### src/rtl/shp_pkg.sv
package shp_pkg;
  localparam int MANT_W     = 8;
  localparam int EXP_W      = 4;
  localparam int DIV_W      = 4;
  localparam int DIV_LIMIT  = 12;
  localparam int FRAC_W     = 8;
  localparam int POS_EN     = 0;
  localparam int POS_RMANT  = 1;
  localparam int POS_REXP   = 9;
  localparam int POS_RDIV   = 13;
  localparam int POS_BMANT  = 29;
  localparam int POS_BEXP   = 37;
  localparam int REFILL_W   = MANT_W + (1 << EXP_W);
  localparam int DEPTH_W    = MANT_W + 1 + (1 << EXP_W);
  localparam int IDLE_DEPTH = 1 << (FRAC_W + 1);

  typedef struct packed {
    logic              en;
    logic [MANT_W-1:0] rmant;
    logic [EXP_W-1:0]  rexp;
    logic [DIV_W-1:0]  rdiv;
    logic [MANT_W-1:0] bmant;
    logic [EXP_W-1:0]  bexp;
  } shp_cfg_t;

  function automatic shp_cfg_t unpack_cfg(input logic [63:0] w);
    shp_cfg_t c;
    c.en    = w[POS_EN];
    c.rmant = w[POS_RMANT +: MANT_W];
    c.rexp  = w[POS_REXP +: EXP_W];
    c.rdiv  = w[POS_RDIV +: DIV_W];
    c.bmant = w[POS_BMANT +: MANT_W];
    c.bexp  = w[POS_BEXP +: EXP_W];
    return c;
  endfunction

  function automatic logic shaping_on(input shp_cfg_t c);
    return c.en && (|{c.rmant, c.rexp, c.rdiv}) && (|{c.bmant, c.bexp});
  endfunction

  function automatic logic [DEPTH_W-1:0] depth_of(input shp_cfg_t c);
    logic [DEPTH_W-1:0] base;
    base = DEPTH_W'({1'b1, c.bmant});
    return base << ({1'b0, c.bexp} + 5'd1);
  endfunction

  function automatic logic [REFILL_W-1:0] refill_of(input shp_cfg_t c);
    logic [REFILL_W-1:0] base;
    base = REFILL_W'({1'b1, c.rmant});
    return base << c.rexp;
  endfunction

  function automatic int cred_width(input int len_w);
    int a;
    a = len_w + FRAC_W;
    return ((a > DEPTH_W) ? a : DEPTH_W) + 2;
  endfunction
endpackage

### src/rtl/shp_cfg_reg.sv
module shp_cfg_reg
  import shp_pkg::*;
#(
  parameter int CRED_W = 27
) (
  input  logic                     clk,
  input  logic                     rst_n,
  input  logic                     cfg_we,
  input  logic [63:0]              cfg_word,
  output logic                     active,
  output logic [DIV_W-1:0]         div_eff,
  output logic signed [CRED_W-1:0] depth,
  output logic signed [CRED_W-1:0] refill,
  output logic signed [CRED_W-1:0] load_depth
);
  shp_cfg_t cur;
  shp_cfg_t nxt;

  assign nxt = unpack_cfg(cfg_word);

  always_ff @(posedge clk or negedge rst_n) begin
    if (!rst_n)      cur <= '0;
    else if (cfg_we) cur <= nxt;
  end

  assign active     = shaping_on(cur);
  assign div_eff    = (cur.rdiv > DIV_W'(DIV_LIMIT)) ? DIV_W'(DIV_LIMIT) : cur.rdiv;
  assign depth      = CRED_W'(depth_of(cur));
  assign refill     = CRED_W'(refill_of(cur));
  assign load_depth = CRED_W'(depth_of(nxt));
endmodule

### src/rtl/shp_tick.sv
module shp_tick
  import shp_pkg::*;
#(
  parameter int T_TOP = 240,
  parameter int T_LOW = 860
) (
  input  logic             clk,
  input  logic             rst_n,
  input  logic             cfg_we,
  input  logic             top_level,
  input  logic [DIV_W-1:0] div_eff,
  output logic             tick
);
  localparam int T_MAX = (T_TOP > T_LOW) ? T_TOP : T_LOW;
  localparam int CNT_W = $clog2(T_MAX << DIV_LIMIT) + 1;

  logic [CNT_W-1:0] cnt;
  logic [CNT_W-1:0] period;

  assign period = CNT_W'(top_level ? T_TOP : T_LOW) << div_eff;
  assign tick   = (cnt >= (period - CNT_W'(1)));

  always_ff @(posedge clk or negedge rst_n) begin
    if (!rst_n)      cnt <= '0;
    else if (cfg_we) cnt <= '0;
    else if (tick)   cnt <= '0;
    else             cnt <= cnt + CNT_W'(1);
  end
endmodule

### src/rtl/shp_bucket.sv
module shp_bucket
  import shp_pkg::*;
#(
  parameter int CRED_W = 27,
  parameter int LEN_W  = 16
) (
  input  logic                     clk,
  input  logic                     rst_n,
  input  logic                     cfg_we,
  input  logic                     active,
  input  logic                     tick,
  input  logic signed [CRED_W-1:0] depth,
  input  logic signed [CRED_W-1:0] refill,
  input  logic signed [CRED_W-1:0] load_depth,
  input  logic                     req_valid,
  input  logic [LEN_W-1:0]         req_len,
  output logic                     req_ready,
  output logic signed [CRED_W-1:0] credit
);
  logic signed [CRED_W-1:0] add_amt;
  logic signed [CRED_W-1:0] sub_amt;
  logic signed [CRED_W-1:0] sum;
  logic                     fire;

  assign req_ready = !active || !credit[CRED_W-1];
  assign fire      = req_valid && req_ready;
  assign add_amt   = tick ? refill : '0;
  assign sub_amt   = fire ? CRED_W'({req_len, {FRAC_W{1'b0}}}) : '0;
  assign sum       = credit + add_amt - sub_amt;

  always_ff @(posedge clk or negedge rst_n) begin
    if (!rst_n)           credit <= CRED_W'(IDLE_DEPTH);
    else if (cfg_we)      credit <= load_depth;
    else if (!active)     credit <= depth;
    else if (sum > depth) credit <= depth;
    else                  credit <= sum;
  end
endmodule

### src/rtl/rate_shaper.sv
module rate_shaper
  import shp_pkg::*;
#(
  parameter int LEN_W     = 16,
  parameter int TICKS_TOP = 240,
  parameter int TICKS_LOW = 860,
  localparam int CRED_W   = cred_width(LEN_W)
) (
  input  logic                     clk,
  input  logic                     rst_n,
  input  logic                     cfg_we,
  input  logic [63:0]              cfg_word,
  input  logic                     top_level,
  input  logic                     req_valid,
  input  logic [LEN_W-1:0]         req_len,
  output logic                     req_ready,
  output logic signed [CRED_W-1:0] credit_level
);
  logic                     act_w;
  logic                     tick_w;
  logic [DIV_W-1:0]         div_w;
  logic signed [CRED_W-1:0] depth_w;
  logic signed [CRED_W-1:0] refill_w;
  logic signed [CRED_W-1:0] load_w;

  shp_cfg_reg #(.CRED_W(CRED_W)) u_cfg (
    .clk(clk), .rst_n(rst_n), .cfg_we(cfg_we), .cfg_word(cfg_word),
    .active(act_w), .div_eff(div_w), .depth(depth_w), .refill(refill_w),
    .load_depth(load_w)
  );

  shp_tick #(.T_TOP(TICKS_TOP), .T_LOW(TICKS_LOW)) u_tick (
    .clk(clk), .rst_n(rst_n), .cfg_we(cfg_we), .top_level(top_level),
    .div_eff(div_w), .tick(tick_w)
  );

  shp_bucket #(.CRED_W(CRED_W), .LEN_W(LEN_W)) u_bucket (
    .clk(clk), .rst_n(rst_n), .cfg_we(cfg_we), .active(act_w), .tick(tick_w),
    .depth(depth_w), .refill(refill_w), .load_depth(load_w),
    .req_valid(req_valid), .req_len(req_len), .req_ready(req_ready),
    .credit(credit_level)
  );
endmodule

### config.mk
export PLATFORM = sky130hd
export DESIGN_NAME = rate_shaper
export DESIGN_NICKNAME = d
export VERILOG_FILES = /design/src/rtl/shp_pkg.sv /design/src/rtl/shp_cfg_reg.sv /design/src/rtl/shp_tick.sv /design/src/rtl/shp_bucket.sv /design/src/rtl/rate_shaper.sv
export SDC_FILE = /design/constraint.sdc
export NUM_CORES = 1
export LEC_CHECK = 0
export ABC_AREA = 1
export ABC_CLOCK_PERIOD_IN_PS = 6600
export BUFFER_PORTS_ARGS = -buffer_cell sky130_fd_sc_hd__buf_4
export CAP_MARGIN = 20
export CORE_ASPECT_RATIO = 1.75
export CORE_MARGIN = 2
export CORE_UTILIZATION = 40
export CTS_CLUSTER_DIAMETER = 80
export DETAILED_ROUTE_END_ITERATION = 10
export PLACE_DENSITY = 0.68
export SETUP_SLACK_MARGIN = 0.4
export SLEW_MARGIN = 20
export SYNTH_ARGS = -nofsm -noshare
export SYNTH_HDL_FRONTEND = slang
export SYNTH_HIERARCHICAL = 1
export SYNTH_SLANG_ARGS = --single-unit
### constraint.sdc
create_clock -name clk -period 6.6 [get_ports clk]
set_input_delay 0.66 -clock clk [delete_from_list [all_inputs] [get_ports clk]]
set_output_delay 0.66 -clock clk [all_outputs]
set_load 0.005 [all_outputs]
# [After elaboration in Yosys (flattened, before gate mapping)]
# Cells that the tools add are included.
[totals] regBits=79 latch_bits=0 mem_bits_rw=0 rom_bits=0 input_bits=85 output_inout_bits=28 wordCells=38 mem_count=0
[op_classes] add_sub_neg=6 multipliers=0 div=0 magnitude_cmp=3 eq_ne=0 n_shift=4 n_mux=9 n_bitwise=0 reduce_logical=8
[ops] cell="$mux 27" count=3
[ops] cell="$shl 9x5->25" count=2
[ops] cell="$mux 24" count=2
[ops] cell="$mux 23" count=2
[ops] cell="$add 27x27->27" count=1
[ops] cell="$gt 27x26->1" count=1
[ops] cell="$sub 27x27->27" count=1
[ops] cell="$shl 9x4->24" count=1
[ops] cell="$add 23x1->23 const B" count=1
[ops] cell="$ge 23x23->1" count=1
[ops] cell="$shl 23x4->23" count=1
[ops] cell="$sub 23x1->23 const B" count=1
[ops] cell="$reduce_or 16->1" count=1
[ops] cell="$reduce_or 12->1" count=1
[ops] cell="$add 4x1->5 const B" count=2
[ops] cell="$mux 10" count=1
[ops] cell="$gt 4x4->1 const B" count=1
[ops] cell="$mux 4" count=1
[ops] cell="$logic_and 1x1->1" count=3
[ops] cell="$logic_not 1->1" count=2
[ops] cell="$logic_or 1x1->1" count=1

# [Logic depth before layout (Yosys ltp)]
# Gate-level depths: netlist of run 1.
[depth] word_depth=12 ltp_mapped=56 depth_no_buf=52

# [Hierarchy]
# Netlist of run 1, hierarchy kept.
[modules_own_cells] mod="shp_bucket" n_inst=1 cells_per_inst=848 area_each_um2=5266.3 seq_area_each_um2=676.9
[modules_own_cells] mod="shp_cfg_reg" n_inst=1 cells_per_inst=558 area_each_um2=3370.7 seq_area_each_um2=725.7
[modules_own_cells] mod="shp_tick" n_inst=1 cells_per_inst=458 area_each_um2=2920.3 seq_area_each_um2=575.6

# [Worst setup path after synthesis of run 1]
# No wires, ideal clock.
[synth_timing] kind="input-to-reg" startpoint="in top_level" endpoint="reg u_bucket.credit[14]" setup_ns=0.116 t_arrival_ns=6.907 t_required_ns=6.484 setup_slack_ns=-0.422 cell_stages=51 n_path_buf=4 path_cell_list="inv_1 -> ha_1 -> nand2_1 -> nor2_1 -> nand2_2 -> ha_1 -> nand3_4 -> nor2_4 -> nand2_2 -> nor2_4 -> nand2_1 -> nand2_1 -> nand2_1 -> ha_1 -> nand2_1 -> inv_1 -> nand3_1 -> nor3_1 -> (+15 left out) -> xnor2_1 -> inv_1 -> ha_1 -> nand2_1 -> inv_1 -> nand2_1 -> nand2_1 -> nand2_1 -> nand2_1 -> a21oi_1 -> nand2_1 -> nand2_2 -> nand3_4 -> nand2_8 -> buf_12 -> nand2_2 -> nand3_2 -> nand2_2"
[synth_between] elab_chain_len=11
[synth_lines] item="start: declaration" line_no="rate_shaper.sv:13" text="input logic top_level,"
[synth_lines] item="$mux 10 (*)" line_no="shp_tick.sv:20" text="assign period = CNT_W'(top_level ? T_TOP : T_LOW) << div_eff;"
[synth_lines] item="$shl 23x4->23 (*)" line_no="shp_tick.sv:20"
[synth_lines] item="$sub 23x1->23 (*)" line_no="shp_tick.sv:21" text="assign tick = (cnt >= (period - CNT_W'(1)));"
[synth_lines] item="$ge 23x23->1 (*)" line_no="shp_tick.sv:21"
[synth_lines] item="named net tick_w" line_no="rate_shaper.sv:20" text="logic tick_w;"
[synth_lines] item="$mux 24 (*)" line_no="shp_bucket.sv:27" text="assign add_amt = tick ? refill : '0;"
[synth_lines] item="$add 27x27->27 (*)" line_no="shp_bucket.sv:29" text="assign sum = credit + add_amt - sub_amt;"
[synth_lines] item="$sub 27x27->27 (*)" line_no="shp_bucket.sv:29"
[synth_lines] item="$gt 27x26->1" line_no="shp_bucket.sv:35" text="else if (sum > depth) credit <= depth;"
[synth_lines] item="$mux 27 (*)" line_no="shp_bucket.sv:35"
[synth_lines] item="$mux 27 (*)" line_no="shp_bucket.sv:34" text="else if (!active) credit <= depth;"
[synth_lines] item="$mux 27 (*)" line_no="shp_bucket.sv:33" text="else if (cfg_we) credit <= load_depth;"
[synth_lines] item="end signal: assignment" line_no="shp_bucket.sv:33"
[synth_lines] item="end signal: assignment" line_no="shp_bucket.sv:34"
[synth_lines] item="end signal: assignment" line_no="shp_bucket.sv:35"
[synth_lines] item="end: declaration" line_no="shp_bucket.sv:18" text="output logic signed [CRED_W-1:0] credit"
# Mark *: on every way through the listed nets, which the timed path passes. The rest lies on a longest branch.
# A chain may end at the register's enable or synchronous reset.

# [Worst setup path in the final report of run 1]
[layout_timing] startpoint="reg u_cfg/cur[14] (netlist bit)" endpoint="reg u_bucket.credit[9]"
[layout_between] elab_chain_len=12 elab_cells_between_ends=19 cone_classes="add/sub (3); order compare (3); shift (1); mux (6); reduce/logical (6)"
[layout_lines] item="start: declaration" line_no="shp_cfg_reg.sv:16" text="shp_cfg_t cur;"
[layout_lines] item="start signal: assignment" line_no="shp_cfg_reg.sv:23" text="else if (cfg_we) cur <= nxt;"
[layout_lines] item="$gt 4x4->1 (*)" line_no="shp_cfg_reg.sv:27" text="assign div_eff = (cur.rdiv > DIV_W'(DIV_LIMIT)) ? DIV_W'(DIV_LIMIT) : cur.rdiv;"
[layout_lines] item="$mux 4 (*)" line_no="shp_cfg_reg.sv:27"
[layout_lines] item="named net div_w[0]" line_no="rate_shaper.sv:21" text="logic [DIV_W-1:0] div_w;"
[layout_lines] item="$shl 23x4->23 (*)" line_no="shp_tick.sv:20"
[layout_lines] item="$sub 23x1->23 (*)" line_no="shp_tick.sv:21"
[layout_lines] item="$ge 23x23->1 (*)" line_no="shp_tick.sv:21"
[layout_lines] item="named net tick_w" line_no="rate_shaper.sv:20"
[layout_lines] item="$mux 24 (*)" line_no="shp_bucket.sv:27"
[layout_lines] item="$add 27x27->27 (*)" line_no="shp_bucket.sv:29"
[layout_lines] item="$sub 27x27->27 (*)" line_no="shp_bucket.sv:29"
[layout_lines] item="$gt 27x26->1" line_no="shp_bucket.sv:35"
[layout_lines] item="$mux 27 (*)" line_no="shp_bucket.sv:35"
[layout_lines] item="$mux 27 (*)" line_no="shp_bucket.sv:34"
[layout_lines] item="$mux 27 (*)" line_no="shp_bucket.sv:33"
# Marks and branches as above.

==> results.json, run 1 <==
{
  "outcome": "complete, but fails checks",
  "violations": "negative setup slack",
  "cts_buffer_depth": 2,
  "ioPinCount": 113,
  "setup_viol": 27,
  "max-slew-margin-rel": 0.345,
  "syn_inst": 1864,
  "synth_edf_count": 0,
  "mostFrequentLayoutCells": "487 x nand2_1, 264 x inv_1, 253 x buf_4",
  "tightest_slew_ns": 0.983,
  "grt-ovfl-total": 0,
  "cts_inserted_buffers": 9,
  "p_sw_mw": 4.46,
  "dieArea_sq_um": 30300,
  "vdd_ir_drop_max_uv": 319,
  "fin_cells": 2490,
  "fin_ws_ns": -0.565,
  "synthFlopType": "dfrtp_1",
  "drive_above_1_share": 0.342,
  "synth_seq_area_share": 0.171,
  "die_x_microns": 132,
  "n_antenna_cell": 0,
  "initial_core_util": 0.405,
  "grt_start_max_net_pins": 86,
  "intPower_mw": 3.98,
  "num_vias": 13100,
  "totalWireLength_microns": 43200,
  "critPathSlowestCell": "fa_1",
  "p_per_area_nw_per_um2": 533,
  "whs_ns": 0.0965,
  "area_delta_synth_final_pct": 36.8,
  "core_area_sq_um": 28500,
  "synth_warnings": 6,
  "hold_viol_final": 0,
  "wl_per_cell_microns": 17.4,
  "leakagePower_nw": 8.26,
  "yosysUniqueCellTypes": 56,
  "final_common_cell": "nand2_1",
  "antenna_left": 0,
  "share_comb_of_total_power": 0.856,
  "portBuffers": 77,
  "place_ws_ns": -0.681,
  "period_needed_ns": 7.17,
  "synth_seq_cells": 79,
  "routabilityCongestion": 0.976,
  "cp_data_arrival_time_ns": 7.46,
  "cts_sinks": 79,
  "layout_worst_path_cycle_share": 1.09,
  "die_h_microns": 229,
  "hold_path.class": "primary input to asynchronous set/reset pin",
  "crit_fanout": 6,
  "seqPwrFrac": 0.079,
  "viasPerCell": 5.24,
  "grt_pass1_wl_microns": 66600,
  "rsz0062_at_grt": "yes",
  "finClkSkew_ns": 0.0126,
  "fin_nets": 2303,
  "synth-async-reset-ratio": 1.00,
  "drv_cap": 0,
  "root_buffer": "clkbuf_16",
  "slowest_delay_ns": 0.42,
  "cts-htree-levels": 3,
  "dpl.hpwl_microns": 33500,
  "placedCellCount": 2420,
  "crit_type": "flip-flop to flip-flop",
  "synth_area_sq_um": 11600,
  "pwr-share-clk": 0.065,
  "grt_pass1_vias": 13100,
  "first_iter_violations": 738,
  "nFillCells": 2728,
  "cp.required_ns": 6.90,
  "crit_path_start_kind": "flip-flop",
  "grtUsageTotal": 0.277,
  "first_pass_iters": 6,
  "drv_slew": 0,
  "cts_tree": "built",
  "finalSetupTns_ns": -13.19,
  "antenna_found_initial": 0,
  "max_freq_mhz": 140,
  "clkTransAtPathRegs_ns": 0.07,
  "cpMostUsedCell": "nand2_2",
  "end_kind": "flip-flop",
  "drc_errors": 0,
  "avgSynthCellArea_sq_um": 6.20,
  "swShare": 0.529,
  "std_cell_rows": 82,
  "clkLatencyLatePin_ns": 0.36
}
[synth_stat cells, types with 2 or more instances]
library cell / number / area, sq um
buf_6: 8 / 90.1
nor2_2: 7 / 43.8
inv_1: 291 / 1090
dfrtp_1: 78 / 1950
o21ai_0: 54 / 270
nor2_8: 6 / 120
nand4_1: 42 / 263
and2_1: 4 / 25.0
nor3_2: 7 / 70.1
buf_4: 16 / 120
o21a_1: 2 / 15.0
o21bai_1: 6 / 45.0
nor2_1: 150 / 563
inv_2: 10 / 37.5
fa_1: 16 / 320
xnor2_1: 10 / 87.6
inv_4: 7 / 43.8
a31oi_1: 2 / 12.5
nand3_4: 2 / 35.0
buf_2: 12 / 60.1
nor3_1: 26 / 130
o211ai_1: 6 / 45.0
clkbuf_8: 5 / 68.8
nand4_2: 3 / 37.5
ha_1: 95 / 1190
a21oi_1: 56 / 280
nand3_2: 30 / 300
nand3b_1: 3 / 22.5
mux2_2: 9 / 101
o21ai_1: 12 / 60.1
buf_12: 2 / 40.0
a21o_1: 6 / 45.0
nand2_4: 4 / 45.0
xor2_1: 16 / 140
a21oi_2: 6 / 52.6
nor2_4: 6 / 67.6
clkbuf_1: 14 / 52.6
nand2_2: 64 / 400
nand2_1: 572 / 2150
nand3_1: 183 / 916
[per-stage QoR]
| stage | util | cell area, sq um | power (mW) |
|---|---|---|---|
| floorplan | - | 11900 | 4.02 |
| global placement | 0.480 | 13700 | 5.89 |
| detailed placement | 0.480 | 13700 | 5.98 |
| CTS | 0.531 | 15200 | 7.55 |
| global route | 0.554 | 15800 | 8.98 |
| finish | 0.554 | 15800 | 8.43 |
[worst paths after layout]
path	depth (start not counted)	from	slack, ns	to
worst min-delay path	1	rst_n	0.1	u_cfg/cur[11]$_DFFE_PN0P_
worst max-delay path	48	u_cfg/cur[14]$_DFFE_PN0P_	-0.57	u_bucket/credit[9]$_DFF_PN1_
min in group clk	3	cfg_word[8]	0.51	u_cfg/cur[27]$_DFFE_PN0P_
max in group asynchronous	2	rst_n	5.32	u_bucket/credit[25]$_DFF_PN0_
worst min register to register	1	u_cfg/cur[28]$_DFFE_PN0P_	0.52	u_cfg/cur[28]$_DFFE_PN0P_
worst max register to register	48	u_cfg/cur[14]$_DFFE_PN0P_	-0.57	u_bucket/credit[9]$_DFF_PN1_
[cells by family (layout without fill, tap and decap cells)]
kind of cell,after synthesis,count (layout),synth area share
AOI/OAI and AO/OA,154,154,0.0742
and+or+nand+nor,1115,1119,0.454
xor gates and xnor gates,26,26,0.0197
DFF,79,79,0.171
adders and majority gates,111,111,0.131
muxes,9,9,0.00877
other,1,7,0.000324
buffers and inverters,369,607,0.142
[cell type report]
type	instances	area, sq um	area share
clock inverters	6	77.6	0.00491
flip-flops and latches	79	1980	0.125
clock buffers	10	239	0.0151
repair buffers	281	2290	0.145
well taps	378	473	0.0299
multi-input cells	1426	9540	0.604
inverters	310	1200	0.0761
[layer usage]
| metal | vias up | GRT usage | routed length [microns] |
|---|---|---|---|
| met3 | 174 | 0.0333 | 1540 |
| met2 | 417 | 0.534 | 23000 |
| met5 | - | 0 | 0 |
| li1 | 6364 | - | - |
| met4 | 0 | 0.219 | 3900 |
| met1 | 6098 | 0.258 | 14700 |
[state kept, by name, indices dropped and copies added, names as in the netlist]
| name | flops |
|---|---|
| u_tick/cnt | 23 |
| u_bucket/credit | 27 |
| u_cfg/cur | 29 |
[worst max-delay path, delay by kind of cell, from the launching register on]
kind / cells / cell delay [ns]
AND/OR/NAND/NOR: 25 / 2.91
adder cells (fa/ha/maj): 5 / 1.42
buffers and inverters: 12 / 1.37
AO/OA/AOI/OAI: 4 / 0.62
flip-flops: 1 / 0.41
XOR/XNOR: 2 / 0.33
[timing repair]
item / 4_1_cts / 5_1_grt
endpoints found under the setup margin: 27 / 27
cloned: 6 / 1
pin swaps: 106 / 76
setup buffers: 33 / 14
gates resized for setup: 201 / 112
hold buffers: 0 / 0
hold endpoints to repair: 0 / 0
[power by group through the flow]
stage	Sequential, mW	Combinational (mW)	Clock (mW)
floorplan	0.633	3.38	0
global placement	0.673	5.22	0
detailed placement	0.674	5.30	0
CTS	0.665	6.32	0.558
global route	0.672	7.74	0.569
finish	0.667	7.22	0.546
Power figures use the tool's default switching activity.
==> run 2: changes to the inputs <==
--- a/config.mk
+++ b/config.mk
@@ -7,7 +7,7 @@
 export LEC_CHECK = 0
 export ABC_AREA = 1
 export ABC_CLOCK_PERIOD_IN_PS = 6600
-export BUFFER_PORTS_ARGS = -buffer_cell sky130_fd_sc_hd__buf_4
+export BUFFER_PORTS_ARGS = -buffer_cell sky130_fd_sc_hd__buf_2
 export CAP_MARGIN = 20
 export CORE_ASPECT_RATIO = 1.75
 export CORE_MARGIN = 2
@@ -15,6 +15,7 @@
 export CTS_CLUSTER_DIAMETER = 80
 export DETAILED_ROUTE_END_ITERATION = 10
 export PLACE_DENSITY = 0.68
+export RECOVER_POWER = 25
 export SETUP_SLACK_MARGIN = 0.4
 export SLEW_MARGIN = 20
 export SYNTH_ARGS = -nofsm -noshare
==> results.json, run 2 (synthesized netlist as in run 1, its figures left out) <==
{
  "cts_hold_buffers": 0,
  "violations": "max-capacitance violations, max-slew violations, negative setup slack",
  "std_cell_rows": 82,
  "swShare": 0.520,
  "crit_path_start_kind": "flip-flop",
  "n_antenna_cell": 0,
  "antenna_left": 0,
  "ioPinCount": 113,
  "final_common_cell": "nand2_1",
  "cp.required_ns": 6.84,
  "dpl_cell_area_sq_um": 13600,
  "cp_data_arrival_time_ns": 7.20,
  "wl_per_cell_microns": 17.0,
  "die_x_microns": 132,
  "viasPerCell": 5.17,
  "root_buffer": "clkbuf_16",
  "mostFrequentLayoutCells": "493 x nand2_1, 265 x inv_1, 193 x buf_4",
  "antenna_found_initial": 0,
  "cts_sinks": 79,
  "totalWireLength_microns": 42400,
  "core_area_sq_um": 28500,
  "drv_cap": 1,
  "area_delta_synth_final_pct": 33.6,
  "final_area_sq_um": 15400,
  "p_per_area_nw_per_um2": 529,
  "rsz0062_at_grt": "yes",
  "timing.rr.start": "u_cfg/cur[14]$_DFFE_PN0P_",
  "fin_nets": 2312,
  "hold_viol_final": 0,
  "cts_buffer_depth": 2,
  "dieArea_sq_um": 30300,
  "startpoint": "u_cfg/cur[14]$_DFFE_PN0P_",
  "max_freq_mhz": 144,
  "portBuffers": 77,
  "max-slew-margin-rel": -1.26,
  "intPower_mw": 3.92,
  "pwr-share-clk": 0.061,
  "first_pass_iters": 6,
  "drv_slew": 64,
  "seqPwrFrac": 0.082,
  "end_kind": "flip-flop",
  "slowest_delay_ns": 0.41,
  "cts_tree": "built",
  "routabilityCongestion": 0.972,
  "place_ws_ns": -0.618,
  "crit_type": "flip-flop to flip-flop",
  "cts-htree-levels": 3,
  "setup_viol": 27,
  "clkLatencyLatePin_ns": 0.37,
  "clkTransAtPathRegs_ns": 0.07,
  "crit_fanout": 6,
  "grtUsageTotal": 0.276,
  "grt_start_max_net_pins": 86,
  "period_needed_ns": 6.96,
  "leakagePower_nw": 8.07,
  "die_h_microns": 229,
  "nFillCells": 2819,
  "dpl.hpwl_microns": 33500,
  "p_sw_mw": 4.25,
  "largest_reg_flops": 29,
  "num_vias": 12900,
  "vdd_ir_drop_max_uv": 330,
  "first_iter_violations": 723,
  "drc_errors": 0,
  "fin_ws_ns": -0.357,
  "grt_pass1_vias": 13100,
  "outcome": "complete, but fails checks",
  "hold_path.class": "primary input to asynchronous set/reset pin",
  "critPathSlowestCell": "fa_1",
  "grt_pass1_wl_microns": 66100,
  "finClkSkew_ns": 0.00922,
  "drive_above_1_share": 0.337,
  "cpMostUsedCell": "nand2_2",
  "initial_core_util": 0.405,
  "tightest_slew_ns": 3.38,
  "layout_worst_path_cycle_share": 1.05,
  "top_regs": "u_cfg/cur: 29 flops, u_bucket/credit: 27 flops, u_tick/cnt: 23 flops",
  "cts_inserted_buffers": 9,
  "grt-ovfl-total": 0,
  "regMostFlops": "u_cfg/cur",
  "share_comb_of_total_power": 0.857
}
## run 2: path summary, 6_finish.rpt
kind                                                  to  slack [ns]  cells past startpoint
min reg2reg                    u_cfg/cur[28]$_DFFE_PN0P_        0.51                      1
max in group asynchronous      u_cfg/cur[27]$_DFFE_PN0P_        2.42                      2
min                         u_bucket/credit[6]$_DFF_PN0_        0.44                      1
max                        u_bucket/credit[12]$_DFF_PN0_       -0.36                     48
max reg2reg                u_bucket/credit[12]$_DFF_PN0_       -0.36                     48
min in group clk               u_cfg/cur[13]$_DFFE_PN0P_        0.51                      3
## run 2: power groups by stage
| stage | registers (mW) | clock network [mW] | logic, mW |
|---|---|---|---|
| 4_1_cts | 0.667 | 0.503 | 6.42 |
| 3_5_place_dp | 0.676 | 0 | 5.12 |
| 2_1_floorplan | 0.633 | 0 | 3.38 |
| 5_1_grt | 0.673 | 0.524 | 7.58 |
| 3_3_place_gp | 0.675 | 0 | 5.04 |
| 6_report | 0.669 | 0.498 | 7.00 |
## run 2: critical path, delay by kind of cell, from the launching register on
kind                       cells  cell delay [ns]
AOI/OAI and AO/OA              5             0.72
adders and majority gates      6             1.45
buffers and inverters         12             1.49
DFF                            1             0.40
and+or+nand+nor               25             2.74
## run 2: cell type report
cell class	instances	area [sq um]	area share
Tap cell	378	473	0.0306
Multi-Input combinational cell	1424	9350	0.605
Clock inverter	5	42.5	0.00275
Sequential cell	79	1980	0.128
Timing Repair Buffer	292	2170	0.140
Clock buffer	10	239	0.0155
Inverter	310	1200	0.0775
## run 2: metal layers
metal | track usage | part of all wire | vias up
met2 | 0.516 | 0.53 | 409
met1 | 0.263 | 0.34 | 5949
li1 | - | - | 6373
met4 | 0.224 | 0.096 | 0
met3 | 0.0377 | 0.037 | 195
met5 | 0 | 0 | -
## run 2: stage by stage
step                hold slack [ns]  power [mW]  std cells  setup TNS (ns)  utilization
finish                        0.444        8.17       2498           -8.24        0.541
global route                  0.516        8.77       2498          -17.66        0.541
CTS                           0.157        7.59       2485           -6.38        0.521
detailed placement            0.494        5.80       2432          -15.75        0.476
global placement              0.500        5.71       2432          -14.03        0.476
floorplan                     0.364        4.02       1870               0            -
## run 2: what timing repair did
item,CTS,global route
buffers inserted,31,13
gates resized for setup,154,117
cloned,7,0
setup endpoints to repair,27,27
pin swaps,83,70
==> run 3: changes to the inputs <==
--- a/config.mk
+++ b/config.mk
@@ -5,7 +5,6 @@
 export SDC_FILE = /design/constraint.sdc
 export NUM_CORES = 1
 export LEC_CHECK = 0
-export ABC_AREA = 1
 export ABC_CLOCK_PERIOD_IN_PS = 6600
 export BUFFER_PORTS_ARGS = -buffer_cell sky130_fd_sc_hd__buf_2
 export CAP_MARGIN = 20
@@ -14,11 +13,10 @@
 export CORE_UTILIZATION = 40
 export CTS_CLUSTER_DIAMETER = 80
 export DETAILED_ROUTE_END_ITERATION = 10
-export PLACE_DENSITY = 0.68
+export PLACE_DENSITY = 0.69
 export RECOVER_POWER = 25
 export SETUP_SLACK_MARGIN = 0.4
 export SLEW_MARGIN = 20
 export SYNTH_ARGS = -nofsm -noshare
 export SYNTH_HDL_FRONTEND = slang
-export SYNTH_HIERARCHICAL = 1
 export SYNTH_SLANG_ARGS = --single-unit
==> results.json, run 3 <==
{
  "outcome": "complete, but fails checks",
  "violations": "max-capacitance violations, max-slew violations, negative setup slack",
  "leakagePower_nw": 6.04,
  "clkLatencyLatePin_ns": 0.38,
  "max-slew-margin-rel": -1.25,
  "hold_path.class": "primary input to flip-flop",
  "antenna_found_initial": 0,
  "regMostFlops": "u_cfg.cur",
  "cpMostUsedCell": "a21o_1",
  "grt_pass1_wl_microns": 50700,
  "end_kind": "flip-flop",
  "cp_data_arrival_time_ns": 8.89,
  "root_buffer": "clkbuf_16",
  "std_cell_rows": 73,
  "die_h_microns": 204,
  "area_delta_synth_final_pct": 38.4,
  "cts_buffer_depth": 2,
  "period_needed_ns": 8.63,
  "synth_area_sq_um": 9170,
  "postLayoutCoreUtil": 0.560,
  "syn_inst": 1147,
  "viasPerCell": 5.55,
  "hold_viol_final": 0,
  "layout_worst_path_cycle_share": 1.31,
  "mostFrequentLayoutCells": "218 x buf_4, 125 x nand2_1, 98 x inv_1",
  "fin_cells": 1736,
  "final_area_sq_um": 12700,
  "dieArea_sq_um": 24200,
  "cts_hold_buffers": 0,
  "num_vias": 9628,
  "cts-htree-levels": 3,
  "synthFlopType": "dfrtp_1",
  "dpl.hpwl_microns": 25400,
  "cp.required_ns": 6.85,
  "ioPinCount": 113,
  "synth_seq_area_share": 0.216,
  "placedCellCount": 1677,
  "synth_top_area_cell": "dfrtp_1",
  "synth_seq_cells": 79,
  "clkTransAtPathRegs_ns": 0.07,
  "max_freq_mhz": 116,
  "largest_reg_flops": 29,
  "crit_fanout": 5,
  "synth_edf_count": 0,
  "slowest_delay_ns": 0.51,
  "dpl_cell_area_sq_um": 11400,
  "synth_top_area_share": 0.213,
  "first_pass_iters": 5,
  "synth_warnings": 0,
  "avgSynthCellArea_sq_um": 7.99,
  "drv_slew": 58,
  "syn-num-nets": 1336,
  "drive_above_1_share": 0.348,
  "grt-ovfl-total": 0,
  "nFillCells": 2072,
  "synthTopCellsByCount": "135 x nand2_1, 107 x inv_1, 98 x nor2_1",
  "grt_pass1_vias": 9932,
  "cts_inserted_buffers": 9,
  "totalWireLength_microns": 32300,
  "wl_per_cell_microns": 18.6,
  "ys_top_cells_by_area": "dfrtp_1 21%, ha_1 12%, nand2_1 5.5%, inv_1 4.4%, mux2_2 4.1%",
  "cts_tree": "built",
  "yosysUniqueCellTypes": 84,
  "cts_sinks": 79,
  "grtUsageTotal": 0.272,
  "drv_cap": 1,
  "top_regs": "u_cfg.cur: 29 flops, u_bucket.credit: 27 flops, u_tick.cnt: 23 flops",
  "drc_errors": 0,
  "final_common_cell": "buf_4",
  "routabilityCongestion": 0.983,
  "p_per_area_nw_per_um2": 477,
  "vdd_ir_drop_max_uv": 211,
  "core_area_sq_um": 22700,
  "place_ws_ns": -2.49,
  "tightest_slew_ns": 3.38,
  "setup_viol": 27,
  "fin_nets": 1620,
  "crit_path_start_kind": "flip-flop",
  "yosysMostFrequentCell": "nand2_1",
  "portBuffers": 77,
  "rsz0062_at_grt": "yes",
  "grt_start_max_net_pins": 58,
  "crit_type": "flip-flop to flip-flop",
  "fin_ws_ns": -2.03,
  "critPathSlowestCell": "or4b_4",
  "synth-async-reset-ratio": 1.00,
  "initial_core_util": 0.405,
  "antenna_left": 0,
  "die_x_microns": 118,
  "finalSetupTns_ns": -50.62,
  "finClkSkew_ns": 0.0112,
  "first_iter_violations": 405,
  "n_antenna_cell": 0
}
-- run 3: cell count changes in the layout (fill, tap and decap cells not counted), sizes merged, moves of 25 or more --
| cell | delta |
|---|---|
| nand2 | -508 |
| inv | -201 |
| nand3 | -176 |
| nor2 | -69 |
| mux2i | +37 |
| buf | +33 |
| nand4 | -31 |
| and3 | +28 |
| mux2 | +25 |
-- run 3: through the flow --
stage / power [mW] / hold slack (ns)
3_3_place_gp: 4.57 / 0.517
2_1_floorplan: 3.02 / 0.364
6_report: 6.05 / 0.499
3_5_place_dp: 4.63 / 0.549
5_1_grt: 6.45 / 0.509
4_1_cts: 5.61 / 0.164
-- run 3: report_power, final --
group	internal, mW	switching [mW]
Combinational	2.45	2.39
Clock	0.309	0.242
Sequential	0.567	0.0838
Total	3.33	2.72
-- run 3: logic make-up (layout without fill, tap and decap cells) --
kind of cell	count (synthesis)	count (layout)	synth area share
adders and majority gates	104	104	0.155
other	1	1	0.000409
muxes	76	76	0.0958
DFF	79	79	0.216
and+or+nand+nor	410	410	0.215
AOI/OAI and AO/OA	252	252	0.187
xor gates and xnor gates	66	66	0.0631
buffers and inverters	159	448	0.0681
-- run 3: area by class of cell --
| cell class | instances | area [sq um] | area share |
|---|---|---|---|
| Multi-Input combinational cell | 909 | 7200 | 0.567 |
| Timing Repair Buffer | 325 | 2420 | 0.191 |
| Sequential cell | 79 | 1980 | 0.156 |
| Inverter | 107 | 402 | 0.0317 |
| Tap cell | 300 | 375 | 0.0296 |
| Clock buffer | 10 | 239 | 0.0188 |
| Clock inverter | 6 | 75.1 | 0.00592 |
-- run 3: per-layer routing --
metal	vias up	routed length, microns	global-route usage
li1	4595	-	-
met1	4620	10500	0.246
met2	281	17500	0.513
met3	132	1230	0.0446
met4	0	3080	0.239
met5	-	0	0
-- run 3: critical path: cells and delay by family, from the launching register on --
family / cells / cell delay [ns]
mux: 2 / 0.24
flops: 1 / 0.40
compound gates: 14 / 2.45
fa+ha+maj: 5 / 1.32
buf+inv: 9 / 1.19
simple gates: 15 / 2.88
-- run 3: final timing paths --
kind	startpoint	end	cells past startpoint	slack, ns
setup / recovery	u_cfg.cur[14]$_DFFE_PN0P_	u_bucket.credit[17]$_DFF_PN0_	45	-2.03
setup reg to reg	u_cfg.cur[14]$_DFFE_PN0P_	u_bucket.credit[17]$_DFF_PN0_	45	-2.03
max in group asynchronous	rst_n	u_cfg.cur[11]$_DFFE_PN0P_	2	2.20
hold / removal	cfg_word[13]	u_cfg.cur[12]$_DFFE_PN0P_	3	0.50
min in group asynchronous	rst_n	u_tick.cnt[0]$_DFF_PN0_	1	0.57
hold reg to reg	u_tick.cnt[0]$_DFF_PN0_	u_tick.cnt[0]$_DFF_PN0_	2	0.57
-- run 3: what timing repair did --
| action | 4_1_cts | 5_1_grt |
|---|---|---|
| gates resized for setup | 48 | 72 |
| endpoints found under the hold margin | 0 | 0 |
| pin swaps | 30 | 20 |
| cloned | 2 | 0 |
| buffers inserted | 24 | 17 |
| setup endpoints to repair | 27 | 27 |
